**src/rtl/lbm_pkg.sv**
```systemverilog
`timescale 1ns/1ps
package lbm_pkg;
  // Strobes the control sends to the datapath each cycle
  typedef struct packed {
    logic sampleEn;    // current sample lies inside the measuring window
    logic lineDone;    // the line that just ended is to be classified
    logic fieldReset;  // start a fresh field
    logic fieldCommit; // fold the closed field into the held minima
    logic clearHeld;   // drop the held minima
  } lbm_strobe_t;
endpackage

```
**src/rtl/lbm_control.sv**
```systemverilog
`timescale 1ns/1ps
module lbm_control
  import lbm_pkg::*;
#(
  parameter int POS_W = 11
) (
  input  logic             clk,
  input  logic             rstN,
  input  logic             lineActive,
  input  logic             fieldStart,
  input  logic             clearMin,
  input  logic [POS_W-1:0] winFirst,
  input  logic [POS_W-1:0] winLast,
  output lbm_strobe_t      strobe
);
  localparam logic [POS_W-1:0] POS_MAX = '1;

  logic             prevActive;
  logic [POS_W-1:0] pixPos;
  logic             inWindow;

  always_ff @(posedge clk or negedge rstN) begin
    if (!rstN) begin
      prevActive <= 1'b0;
      pixPos     <= '0;
    end else begin
      prevActive <= lineActive;
      if (!lineActive) begin
        pixPos <= '0;
      end else if (pixPos != POS_MAX) begin
        pixPos <= pixPos + 1'b1;
      end
    end
  end

  assign inWindow = (pixPos >= winFirst) && (pixPos <= winLast);

  always_comb begin
    strobe.sampleEn    = lineActive && inWindow;
    strobe.lineDone    = prevActive && !lineActive;
    strobe.fieldReset  = fieldStart;
    strobe.clearHeld   = clearMin;
    strobe.fieldCommit = fieldStart && !clearMin;
  end
endmodule

```
**src/rtl/lbm_datapath.sv**
```systemverilog
`timescale 1ns/1ps
module lbm_datapath
  import lbm_pkg::*;
#(
  parameter int LUMA_W = 8,
  parameter int CNT_W  = 10
) (
  input  logic              clk,
  input  logic              rstN,
  input  lbm_strobe_t       strobe,
  input  logic [LUMA_W-1:0] lumaIn,
  input  logic [LUMA_W-1:0] blackThresh,
  output logic [CNT_W-1:0]  minTop,
  output logic [CNT_W-1:0]  minBottom,
  output logic              darkPicture,
  output logic              statusValid
);
  localparam logic [CNT_W-1:0] CNT_MAX = '1;

  logic [LUMA_W-1:0] peakLuma;
  logic              lineBlack;
  logic [CNT_W-1:0]  topCnt;
  logic              topOpen;
  logic [CNT_W-1:0]  botRun;
  logic [CNT_W-1:0]  lineCnt;
  logic [CNT_W:0]    barSum;
  logic [CNT_W-1:0]  nextTop;
  logic [CNT_W-1:0]  nextBottom;

  assign lineBlack = peakLuma < blackThresh;

  // peak luma inside the window of the current line
  always_ff @(posedge clk or negedge rstN) begin
    if (!rstN) begin
      peakLuma <= '0;
    end else if (strobe.lineDone || strobe.fieldReset) begin
      peakLuma <= '0;
    end else if (strobe.sampleEn && (lumaIn > peakLuma)) begin
      peakLuma <= lumaIn;
    end
  end

  // per-field run counters
  always_ff @(posedge clk or negedge rstN) begin
    if (!rstN) begin
      topCnt  <= '0;
      topOpen <= 1'b1;
      botRun  <= '0;
      lineCnt <= '0;
    end else if (strobe.fieldReset) begin
      topCnt  <= '0;
      topOpen <= 1'b1;
      botRun  <= '0;
      lineCnt <= '0;
    end else if (strobe.lineDone) begin
      if (lineCnt != CNT_MAX) lineCnt <= lineCnt + 1'b1;
      if (lineBlack) begin
        if (botRun != CNT_MAX) botRun <= botRun + 1'b1;
        if (topOpen && (topCnt != CNT_MAX)) topCnt <= topCnt + 1'b1;
      end else begin
        botRun  <= '0;
        topOpen <= 1'b0;
      end
    end
  end

  assign barSum     = {1'b0, topCnt} + {1'b0, botRun};
  assign nextTop    = (!statusValid || (topCnt < minTop))    ? topCnt : minTop;
  assign nextBottom = (!statusValid || (botRun < minBottom)) ? botRun : minBottom;

  // held results
  always_ff @(posedge clk or negedge rstN) begin
    if (!rstN) begin
      minTop      <= '0;
      minBottom   <= '0;
      darkPicture <= 1'b0;
      statusValid <= 1'b0;
    end else if (strobe.clearHeld) begin
      minTop      <= '0;
      minBottom   <= '0;
      darkPicture <= 1'b0;
      statusValid <= 1'b0;
    end else if (strobe.fieldCommit && (lineCnt != '0)) begin
      minTop      <= nextTop;
      minBottom   <= nextBottom;
      darkPicture <= barSum >= {1'b0, lineCnt};
      statusValid <= 1'b1;
    end
  end
endmodule

```
**src/rtl/letterbox_meter.sv**
```systemverilog
`timescale 1ns/1ps
module letterbox_meter
  import lbm_pkg::*;
#(
  parameter int LUMA_W = 8,
  parameter int POS_W  = 11,
  parameter int CNT_W  = 10
) (
  input  logic              clk,
  input  logic              rstN,
  input  logic [LUMA_W-1:0] lumaIn,
  input  logic              lineActive,
  input  logic              fieldStart,
  input  logic [LUMA_W-1:0] blackThresh,
  input  logic [POS_W-1:0]  winFirst,
  input  logic [POS_W-1:0]  winLast,
  input  logic              clearMin,
  output logic [CNT_W-1:0]  minTop,
  output logic [CNT_W-1:0]  minBottom,
  output logic              darkPicture,
  output logic              statusValid
);
  lbm_strobe_t strobe;

  lbm_control #(.POS_W(POS_W)) u_control (
    .clk        (clk),
    .rstN       (rstN),
    .lineActive (lineActive),
    .fieldStart (fieldStart),
    .clearMin   (clearMin),
    .winFirst   (winFirst),
    .winLast    (winLast),
    .strobe     (strobe)
  );

  lbm_datapath #(.LUMA_W(LUMA_W), .CNT_W(CNT_W)) u_datapath (
    .clk         (clk),
    .rstN        (rstN),
    .strobe      (strobe),
    .lumaIn      (lumaIn),
    .blackThresh (blackThresh),
    .minTop      (minTop),
    .minBottom   (minBottom),
    .darkPicture (darkPicture),
    .statusValid (statusValid)
  );
endmodule

```
**config.mk**
```make
export PLATFORM = sky130hd
export DESIGN_NAME = letterbox_meter
export DESIGN_NICKNAME = d
export VERILOG_FILES = /design/src/rtl/lbm_pkg.sv /design/src/rtl/lbm_control.sv /design/src/rtl/lbm_datapath.sv /design/src/rtl/letterbox_meter.sv
export SDC_FILE = /design/constraint.sdc
export NUM_CORES = 1
export LEC_CHECK = 0
export BUFFER_PORTS_ARGS = -buffer_cell sky130_fd_sc_hd__buf_2
export CAP_MARGIN = 20
export CORE_MARGIN = 3
export CORE_UTILIZATION = 50
export CTS_CLUSTER_DIAMETER = 100
export DETAILED_ROUTE_END_ITERATION = 8
export PLACE_DENSITY_LB_ADDON = 0.2
export SLEW_MARGIN = 20
export SYNTH_ARGS = -nofsm -noshare
export SYNTH_HDL_FRONTEND = slang
export SYNTH_SLANG_ARGS = --single-unit
```
**constraint.sdc**
```tcl
create_clock -name clk -period 3.1 [get_ports clk]
set_input_delay 0 -clock clk [delete_from_list [all_inputs] [get_ports clk]]
set_output_delay 0 -clock clk [all_outputs]
set_load 0.02 [all_outputs]
```
==> results of run 1 <==
## cells in the final DEF (no fill, tap or decap), types with 13 or more instances in the layout
cell / instances
ha_1: 79
inv_1: 72
dfrtp_1: 71
buf_2: 64
nand2_1: 42
a21oi_1: 34
nor2_1: 33
xnor2_1: 22
nand3_1: 21
a22o_1: 20
nor2b_1: 19
o21ai_0: 16
buf_4: 13
## metrics by stage
stage	worst slack, ns	instances	utilization [%]
after floorplan	0.334	603	-
after global placement	0.179	802	57.5
after detailed placement	0.0569	802	57.5
after CTS	0.0321	829	60.9
after global routing	-0.0594	831	61.4
final	0.114	831	61.4
## timing repair
action	in CTS	in global routing
buffers inserted	0	2
endpoints found under the setup margin	0	1
endpoints found under the hold margin	93	0
gates resized for setup	0	11
hold buffers	11	0
## critical path, cell delays in order, from the launching register on
cell	delay, ns
dfrtp_2	0.44
ha_2	0.19
inv_2	0.06
fa_2	0.23
nor2b_2	0.05
o31a_1	0.37
o31ai_4	0.27
nand2_1	0.10
a21oi_2	0.15
xnor2_1	0.08
ha_1	0.23
nor4_2	0.28
a22oi_1	0.13
a211o_1	0.29
## flip-flops by register name, summed over array words and instances, names as in the netlist
register and count:
u_control.pixPos 11, u_control.prevActive 1, u_datapath.botRun 10, u_datapath.darkPicture 1, u_datapath.lineCnt 10, u_datapath.minBottom 10, u_datapath.minTop 10, u_datapath.peakLuma 8
u_datapath.statusValid 1, u_datapath.topCnt 10, u_datapath.topOpen 1
## power by group through the flow
stage	sequential [W]	combinational [W]	clock (W)
after global placement	0.00102	0.000351	0
final	0.000999	0.000380	0.000932
after floorplan	0.00103	0.000213	0
after CTS	0.000999	0.000376	0.000950
after global routing	0.00100	0.000433	0.000988
after detailed placement	0.00102	0.000362	0
## logic make-up after synthesis
kind of cell,count (synthesis)
XOR/XNOR,25
adder cells (fa/ha/maj),81
buffers and inverters,85
AO/OA/AOI/OAI,137
AND/OR/NAND/NOR,182
multiplexers,20
flip-flops,73
## worst max path at each step
stage | endpoint | slack, ns | depth (start not counted)
2_1_floorplan | u_datapath.darkPicture | 0.33 | 13
3_3_place_gp | u_datapath.darkPicture | 0.18 | 13
3_5_place_dp | u_datapath.darkPicture | 0.06 | 13
4_1_cts | u_datapath.darkPicture | 0.03 | 13
5_1_grt | u_datapath.darkPicture | -0.06 | 13
6_report | u_datapath.darkPicture | 0.11 | 13
## routing by layer
metal | vias to the layer above | share of wire (%) | global-route usage [%] | wire [um]
met1 | 2225 | 44 | 25.6 | 5510
met3 | 20 | 3.5 | 4.86 | 435
met4 | 0 | 2.1 | 7.06 | 265
li1 | 2331 | - | - | -
met5 | - | 0 | 0 | 0
met2 | 88 | 51 | 37.2 | 6380
## synth_stat cells, types with 8 or more instances
library cell  instances
a21o_1                8
a21oi_1              36
a22o_1               20
and2_1                9
clkbuf_1             12
dfrtp_1              72
ha_1                 80
inv_1                73
mux2i_1              11
nand2_1              42
nand3_1              21
nand4_1               9
nor2_1               33
nor2b_1              20
nor3_1                8
o21a_1               11
o21ai_0              16
xnor2_1              22
## cell type report
type | instances | area [um^2] | area share [%]
tap | 136 | 170 | 2.64
clock buffer | 11 | 141 | 2.19
multi-input combinational | 445 | 3410 | 52.8
clock inverter | 5 | 103 | 1.59
timing repair buffer | 88 | 528 | 8.18
sequential | 73 | 1830 | 28.3
inverter | 73 | 274 | 4.24
==> impl_results.md, run 1 <==
- Worst r2r path cells: 13
- Switch share: 26.7%
- Mapped Cells: 603
- Critical Path Start: u_datapath.botRun[0]
- Avg WL per Cell: 15.1 um
- Routed vias: 4664
- Largest family of logic cells by synthesized area: adder cells
- Nets@finish: 814
- Starting density of the core: 52.5%
- CP max FO: 5
- Diodes inserted: 0
- Initial DRT Pass Iterations: 4
- Req. time, crit path: 3.35 ns
- Comb power frac: 16.4%
- Min Tclk post-route: 2.99 ns
- Fin area: 6460 um^2
- Area Overhead vs Synth: 17.0%
- Die Y: 111 um
- GRT Util Overall: 21.2%
- Clock Path Buffers: 2
- CTS sink cnt: 73
- First-pass GRT wire length: 21700 um
- Max-slew violations: 0
- CP Capture Type: flop
- Worst slew pin tran: 0.795 ns
- ANT nets after route: 0
- Vias per Instance: 5.61
- Peak supply drop: 310 uV
- Top FF cell, synth: dfrtp_1
- Post-synth ARST share: 100%
- Mux share of post-synthesis cell area: 3.83%
- Sequential share of power: 43.2%
- Crit share post-route: 96.3%
- Crit Path Class: reg -> reg
- Post-synthesis simple-gate area fraction: 17.5%
- P per Cell Area: 358 nW/um^2
- Max-Slew Margin vs Limit: 46.7%
- Layout cell share with drive strength beyond 1: 17.8%
- Fill cell count: 891
- WP data arrival: 3.24 ns
- Register area share after synthesis: 33.1%
- Adder-cell share of the synthesized area: 18.5%
- Inserted Clock Buffers: 9
- Die Area: 12300 um^2
- Area contributors post-synth: dfrtp_1, ha_1, inv_1, xnor2_1, a21oi_1
- Internal Pwr Total: 0.00169 W
- Cell taking the most area after synthesis: dfrtp_1
- Max Fclk: 335 MHz
- Largest net degree at the start of global routing: 43
- PortBufs: 64
- Number of synthesis warnings: 0
- Syn Std Cell Area: 5520 um^2
- Die X: 111 um
- DP Wirelength: 9590 um
- Floorplan core area: 10500 um^2
- Static Leak: 3.20 nW
- Tightest Hold Check Type: in -> reg
- Hold Path Sink: u_datapath.darkPicture
- Reg-to-Reg End: u_datapath.darkPicture
- NetSw: 0.000618 W
- Clock latency on the worst-skew pair: 0.37 ns
- DP Area: 6050 um^2
- Setup TNS: 0 ns
- Clock power share: 40.3%
- Worst Hold Depth: 3
- Fin. Hold Viols: 0
- Yosys reg bits: 73
- CP Launch Type: flop
- Vias in the first global route: 4682
- Power Total: 0.00231 W
- Total of max-cap violations: 0
- Syn_area_per_cell: 9.15 um^2
- Routability cong.: 0.832
- Drt total wl: 12600 um
- Synth Net Count: 727
- Remaining DRCs: 0
- Clock Skew: 0.0150 ns
- Hold wc startpoint: clearMin
- Aggregate global routing overflow: 0
- Clk root buf: clkbuf_8
- Initial antenna violation count: 0
- CTS H-tree lvls: 3
- Clock-pin slew on the worst setup and hold paths: 0.07 ns
- Hold slack: 0.178 ns
- Worst reg2reg setup slack: 0.11 ns
- Xor/xnor share of the synthesized area: 3.97%
- Worst R2R Start: u_datapath.botRun[0]
- Top cell type's share of synthesized area: 32.6%
- Row cnt: 37
- Io pins: 65
- Setup violators final: 0
- Outcome: complete, no violations
- Post-synthesis cell type count: 57
- Post-synth EDFFs: 0
- CTS tree: yes
- Area fraction in compound gates after synthesis: 17.3%
- Initial DRC count: 257
(Power assumes the default switching activity.)
==> inputs of run 2 (changes only) <==
--- a/config.mk
+++ b/config.mk
@@ -12,6 +12,7 @@
 export CTS_CLUSTER_DIAMETER = 100
 export DETAILED_ROUTE_END_ITERATION = 8
 export PLACE_DENSITY_LB_ADDON = 0.2
+export RECOVER_POWER = 100
 export SLEW_MARGIN = 20
 export SYNTH_ARGS = -nofsm -noshare
 export SYNTH_HDL_FRONTEND = slang
==> run 2 against run 1 <==
The run now ends with max-capacitance violations, max-slew violations left; sequential share of layout area up 0.28 points; sequential power barely moved; global-route usage unchanged; critical path type unchanged; critical endpoint unchanged.
==> impl_results.md, run 2 (synthesized netlist as in run 1, its figures left out) <==
- Most common cell after layout, fill and taps aside: ha_1
- Outcome: finished, violations left
- Max-Slew Margin vs Limit: -53.8% (-100 points)
- Final worst setup slack: 0.102 ns (-0.0117 ns)
- Max Fclk: 334 MHz (-0.39%)
- Clock Path Buffers: 2 (unchanged)
- Vias per Instance: 5.60 (-0.17%)
- Tightest Hold Check Type: in -> reg
- CTS sink cnt: 73 (unchanged)
- Die Y: 111 um (unchanged)
- Area Overhead vs Synth: 15.8%
- Failing checks: max-capacitance violations, max-slew violations
- Largest net degree at the start of global routing: 43 (unchanged)
- Max-slew violations: 75 (+75)
- PortBufs: 64 (unchanged)
- Setup violators final: 0 (unchanged)
- Drt total wl: 12600 um (+0.19%)
- Layout cell share with drive strength beyond 1: 13.2% (-4.6 points)
- CP max FO: 5 (unchanged)
- Crit Path Class: reg -> reg
- Initial DRT Pass Iterations: 4 (unchanged)
- DP Wirelength: 9590 um (unchanged)
- GRT Util Overall: 21.2% (unchanged)
- Largest register FFs: 11 (unchanged)
- WP data arrival: 3.25 ns (about the same)
- FF+latch area: 1830 um^2 (unchanged)
- Clock-pin slew on the worst setup and hold paths: 0.07 ns (about the same)
- Hold slack: 0.177 ns (-0.000493 ns)
- Vias in the first global route: 4682 (unchanged)
- CTS tree: yes
- Io pins: 65 (unchanged)
- Multi-input combinational cell area: 3390 um^2 (-0.62%)
- Floorplan core area: 10500 um^2 (unchanged)
- Fill cell count: 904 (+1.5%)
- Most frequent cells in the layout: ha_1, inv_1, dfrtp_1
- Min Tclk post-route: 3.00 ns (+0.0117 ns)
- Setup TNS: 0 ns (unchanged)
- Row cnt: 37 (unchanged)
- Remaining DRCs: 0 (unchanged)
- CP Launch Type: flop
- Aggregate global routing overflow: 0 (unchanged)
- Routability cong.: 0.832 (unchanged)
- Power Total: 0.00230 W (-0.42%)
- ANT nets after route: 0 (unchanged)
- Crit share post-route: 96.7% (+0.38 points)
- Req. time, crit path: 3.35 ns (about the same)
- Clock latency on the worst-skew pair: 0.37 ns (about the same)
- Total of max-cap violations: 2 (+2)
- Inserted Clock Buffers: 9 (unchanged)
- CP Capture Type: flop
- Fin. Hold Viols: 0 (unchanged)
- Routed vias: 4656 (-0.17%)
- Nets@finish: 814 (unchanged)
- Clock Skew: 0.0137 ns (-0.00130 ns)
- Static Leak: 3.08 nW (-3.9%)
- First-pass GRT wire length: 21700 um (unchanged)
- Clk root buf: clkbuf_8
- Die Area: 12300 um^2 (unchanged)
- Largest Register: u_control.pixPos
- Setup WS pre-CTS: 0.0569 ns (unchanged)
- Starting density of the core: 52.5% (unchanged)
- Peak supply drop: 306 uV (-1.1%)
- Initial DRC count: 278 (+8.2%)
- Avg WL per Cell: 15.2 um (+0.19%)
- Worst slew pin tran: 2.31 ns (+1.51 ns)
- Initial antenna violation count: 0 (unchanged)
- Worst reg2reg setup slack: 0.10 ns (about the same)
- P per Cell Area: 360 nW/um^2 (+0.57%)
- Diodes inserted: 0 (unchanged)
- Die X: 111 um (unchanged)
- CTS H-tree lvls: 3 (unchanged)
==> run 2: cell types whose count changed in the layout (fill, tap and decap cells not counted), sizes merged <==
cell,previous run,this run
clkbuf,11,39
buf,77,49
==> run 2: timing repair <==
action,CTS,global route
endpoints found under the hold margin,93,0
endpoints found under the setup margin,0,1
gates resized for setup,0,11
hold buffers,11,0
setup buffers,0,2
==> run 2: routing by layer <==
metal  wire length, um  vias to the layer above  share of wire [%]  track usage (%)
li1                  -                     2325                  -                -
met1              5520                     2225                 44             25.6
met2              6410                       87                 51             37.2
met3               418                       19                3.3             4.86
met4               257                        0                2.0             7.06
met5                 0                        -                  0                0
==> run 2: area by class of cell <==
cell class | count | share of cell area [%]
clock buffer | 11 | 2.21
multi-input combinational | 445 | 53.0
clock inverter | 5 | 1.60
timing repair buffer | 88 | 7.59
tap | 136 | 2.66
sequential | 73 | 28.6
inverter | 73 | 4.29
==> run 2: worst max-delay path, stage by stage, from the launching register on <==
cell and delay (ns):
dfrtp_2 0.41, ha_2 0.20, inv_2 0.04, fa_2 0.41, nor2b_2 0.14, o31a_1 0.27
a21oi_2 0.05, ha_1 0.30, a21o_1 0.18, a211oi_2 0.22, o21ai_0 0.14, o211ai_1 0.11
a22oi_1 0.12, a211o_1 0.29
==> run 2: power by group <==
group | internal [W] | switching (W) | leakage [nW] | total [W]
clock | 0.000555 | 0.000373 | 0.120 | 0.000929
combinational | 0.000153 | 0.000220 | 1.95 | 0.000373
sequential | 0.000978 | 0.0000210 | 1.00 | 0.000999
total | 0.00169 | 0.000614 | 3.08 | 0.00230
==> run 2: final timing paths <==
kind,startpoint,endpoint,depth (start not counted)
min,clearMin,u_datapath.darkPicture,3
max reg2reg,u_datapath.botRun[0],u_datapath.darkPicture,13
min in group asynchronous,rstN,u_datapath.topCnt[9],3
max in group asynchronous,rstN,u_datapath.botRun[0],3
max,u_datapath.botRun[0],u_datapath.darkPicture,13
min reg2reg,u_datapath.topOpen,u_datapath.topOpen,2
==> run 2: per-stage QoR <==
| step | utilization (%) | std cells | cell area [um^2] |
|---|---|---|---|
| final | 60.8 | 831 | 6390 |
| after global placement | 57.5 | 802 | 6050 |
| after floorplan | - | 603 | 5520 |
| after global routing | 60.8 | 831 | 6390 |
| after CTS | 60.9 | 829 | 6400 |
| after detailed placement | 57.5 | 802 | 6050 |
==> inputs of run 3 (changes only) <==
--- a/config.mk
+++ b/config.mk
@@ -11,7 +11,7 @@
 export CORE_UTILIZATION = 50
 export CTS_CLUSTER_DIAMETER = 100
 export DETAILED_ROUTE_END_ITERATION = 8
-export PLACE_DENSITY_LB_ADDON = 0.2
+export PLACE_DENSITY_LB_ADDON = 0.3
 export RECOVER_POWER = 100
 export SLEW_MARGIN = 20
 export SYNTH_ARGS = -nofsm -noshare
==> run 3 against run 2 <==
The run still ends with max-capacitance violations, max-slew violations left; clock skew fell by 0.0020 ns; cell count fell by 0.36%; non-clock buffer count fell by 3; die area did not move; global-route usage fell by 0.13 points; setup slack improved by 0.024 ns; maximum frequency rose by 0.81%; clock-buffer cell count fell by 1; flip-flop and latch count did not move; sequential power barely moved; largest cell class unchanged.
==> impl_results.md, run 3 (synthesized netlist as in run 1, its figures left out) <==
- Outcome: finished, violations left
- Failing checks: max-capacitance violations, max-slew violations
- Avg WL per Cell: 15.0 um (-1.0%)
- ANT nets after route: 0 (unchanged)
- Initial antenna violation count: 0 (unchanged)
- Row cnt: 37 (unchanged)
- PortBufs: 64 (unchanged)
- Starting density of the core: 52.5% (unchanged)
- Clock Skew: 0.0118 ns (-0.00197 ns)
- Diodes inserted: 0 (unchanged)
- Met2 GRT Util: 36.7% (-0.49 points)
- Min Tclk post-route: 2.97 ns (-0.0241 ns)
- Final worst setup slack: 0.126 ns (+0.0241 ns)
- Remaining DRCs: 0 (unchanged)
- Floorplan core area: 10500 um^2 (unchanged)
- Clock Path Buffers: 2 (unchanged)
- DP Area: 6030 um^2 (-0.25%)
- Setup violators final: 0 (unchanged)
- Aggregate global routing overflow: 0 (unchanged)
- Most frequent cells in the layout: ha_1, inv_1, dfrtp_1
- Max-Slew Margin vs Limit: -20.8% (+33 points)
- Fin area: 6310 um^2 (-1.3%)
- Most common cell after layout, fill and taps aside: ha_1
- Clk root buf: clkbuf_8
- P per Cell Area: 333 nW/um^2 (-7.4%)
- Req. time, crit path: 3.34 ns (about the same)
- CTS H-tree lvls: 3 (unchanged)
- Crit Path Class: reg -> reg
- Layout cell share with drive strength beyond 1: 13.0% (-0.23 points)
- Area Overhead vs Synth: 14.3%
- Clock-pin slew on the worst setup and hold paths: 0.08 ns (about the same)
- Routability cong.: 0.858 (+3.1%)
- GRT met1 Usage: 26.0% (+0.40 points)
- CTS sink cnt: 73 (unchanged)
- Io pins: 65 (unchanged)
- Vias per Instance: 5.66 (+1.0%)
- Largest Register: u_control.pixPos
- Peak supply drop: 231 uV (-25%)
- Static Leak: 3.05 nW (-0.81%)
- Inserted Clock Buffers: 9 (unchanged)
- Busiest grt layer: met2
- CP Capture Type: flop
- GRT Util Overall: 21.1% (-0.13 points)
- CTS tree: yes
- Clock latency on the worst-skew pair: 0.36 ns (about the same)
- Final core utilization: 60.0% (-0.81 points)
- Die Y: 111 um (unchanged)
- Largest net degree at the start of global routing: 74 (+72%)
- Worst slew pin tran: 1.81 ns (-0.494 ns)
- Met3 Usage GRT: 5.08% (+0.22 points)
- Setup TNS: 0 ns (unchanged)
- Drt total wl: 12400 um (-1.4%)
- Total of max-cap violations: 1 (-1)
- Crit share post-route: 95.9% (-0.78 points)
- Nets@finish: 811 (-0.37%)
- DP Wirelength: 9330 um (-2.7%)
- Initial DRC count: 202 (-27%)
- CP Launch Type: flop
- Routed vias: 4686 (+0.64%)
- Tightest Hold Check Type: in -> reg
- Initial DRT Pass Iterations: 5 (+1)
- First-pass GRT wire length: 21800 um (+0.38%)
- Vias in the first global route: 4757 (+1.6%)
- Die X: 111 um (unchanged)
- Setup WS pre-CTS: 0.0278 ns (-0.0290 ns)
- WP data arrival: 3.21 ns (-0.04 ns)
- Fin. Hold Viols: 0 (unchanged)
- Max Fclk: 336 MHz (+0.81%)
- CP max FO: 4 (-1)
- Power Total: 0.00210 W (-8.6%)
- Max-slew violations: 74 (-1.3%)
- Die Area: 12300 um^2 (unchanged)
- Largest register FFs: 11 (unchanged)
==> run 3: changes by cell type in the layout (fill, tap and decap cells not counted), moves of 2 or more <==
cell	change
clkbuf_1	-4
o21ai_0	+2
bufinv_16	-2
buf_4	-3
buf_2	+2
o21ai_1	-2
clkbuf_2	+2
clkinv_2	+3
==> run 3: per-layer routing <==
| metal | wire, um | up-vias |
|---|---|---|
| li1 | - | 2319 |
| met1 | 5520 | 2233 |
| met2 | 6170 | 113 |
| met3 | 478 | 21 |
| met4 | 271 | 0 |
| met5 | 0 | - |
==> run 3: power breakdown <==
group / internal [W] / switching (W) / leakage (nW)
combinational: 0.000151 / 0.000217 / 1.95
sequential: 0.000978 / 0.0000223 / 1.00
clock: 0.000368 / 0.000367 / 0.0998
==> run 3: path summary, 6_finish.rpt <==
check / startpoint / end / slack, ns / cells past startpoint
worst max-delay path: u_datapath.botRun[0] / u_datapath.darkPicture / 0.13 / 13
worst min-delay path: clearMin / u_datapath.statusValid / 0.17 / 3
worst max register to register: u_datapath.botRun[0] / u_datapath.darkPicture / 0.13 / 13
worst min register to register: u_datapath.topOpen / u_datapath.topOpen / 0.50 / 2
max in group asynchronous: rstN / u_datapath.botRun[0] / 1.14 / 3
min in group asynchronous: rstN / u_datapath.minTop[7] / 0.75 / 3
==> run 3: metrics by stage <==
stage / std cells / hold WS, ns
CTS: 827 / 0.147
finish: 828 / 0.172
floorplan: 603 / -0.296
detailed placement: 800 / 0.208
global route: 828 / 0.168
global placement: 800 / 0.200
==> run 3: repair_timing <==
| item | CTS | global route |
|---|---|---|
| endpoints found under the hold margin | 92 | 0 |
| gates resized for setup | 1 | 7 |
| pin swaps | 0 | 1 |
| endpoints found under the setup margin | 1 | 1 |
| setup buffers | 0 | 1 |
| hold buffers | 11 | 0 |
==> run 3: final cells by class <==
class	instances	area, um^2
tap	136	170
sequential	73	1830
multi-input combinational	445	3380
inverter	73	274
clock buffer	10	128
fill	889	4200
clock inverter	6	58.8
timing repair buffer	85	468
==> run 3: critical path, stage by stage, from the launching register on <==
cell,delay [ns]
dfrtp_2,0.44
ha_1,0.21
inv_1,0.07
fa_2,0.22
nor2b_2,0.05
o31a_1,0.34
o31ai_4,0.22
nand2_1,0.08
a21oi_1,0.17
xnor2_1,0.09
ha_1,0.23
nor4_2,0.31
a22oi_1,0.13
a211o_1,0.30
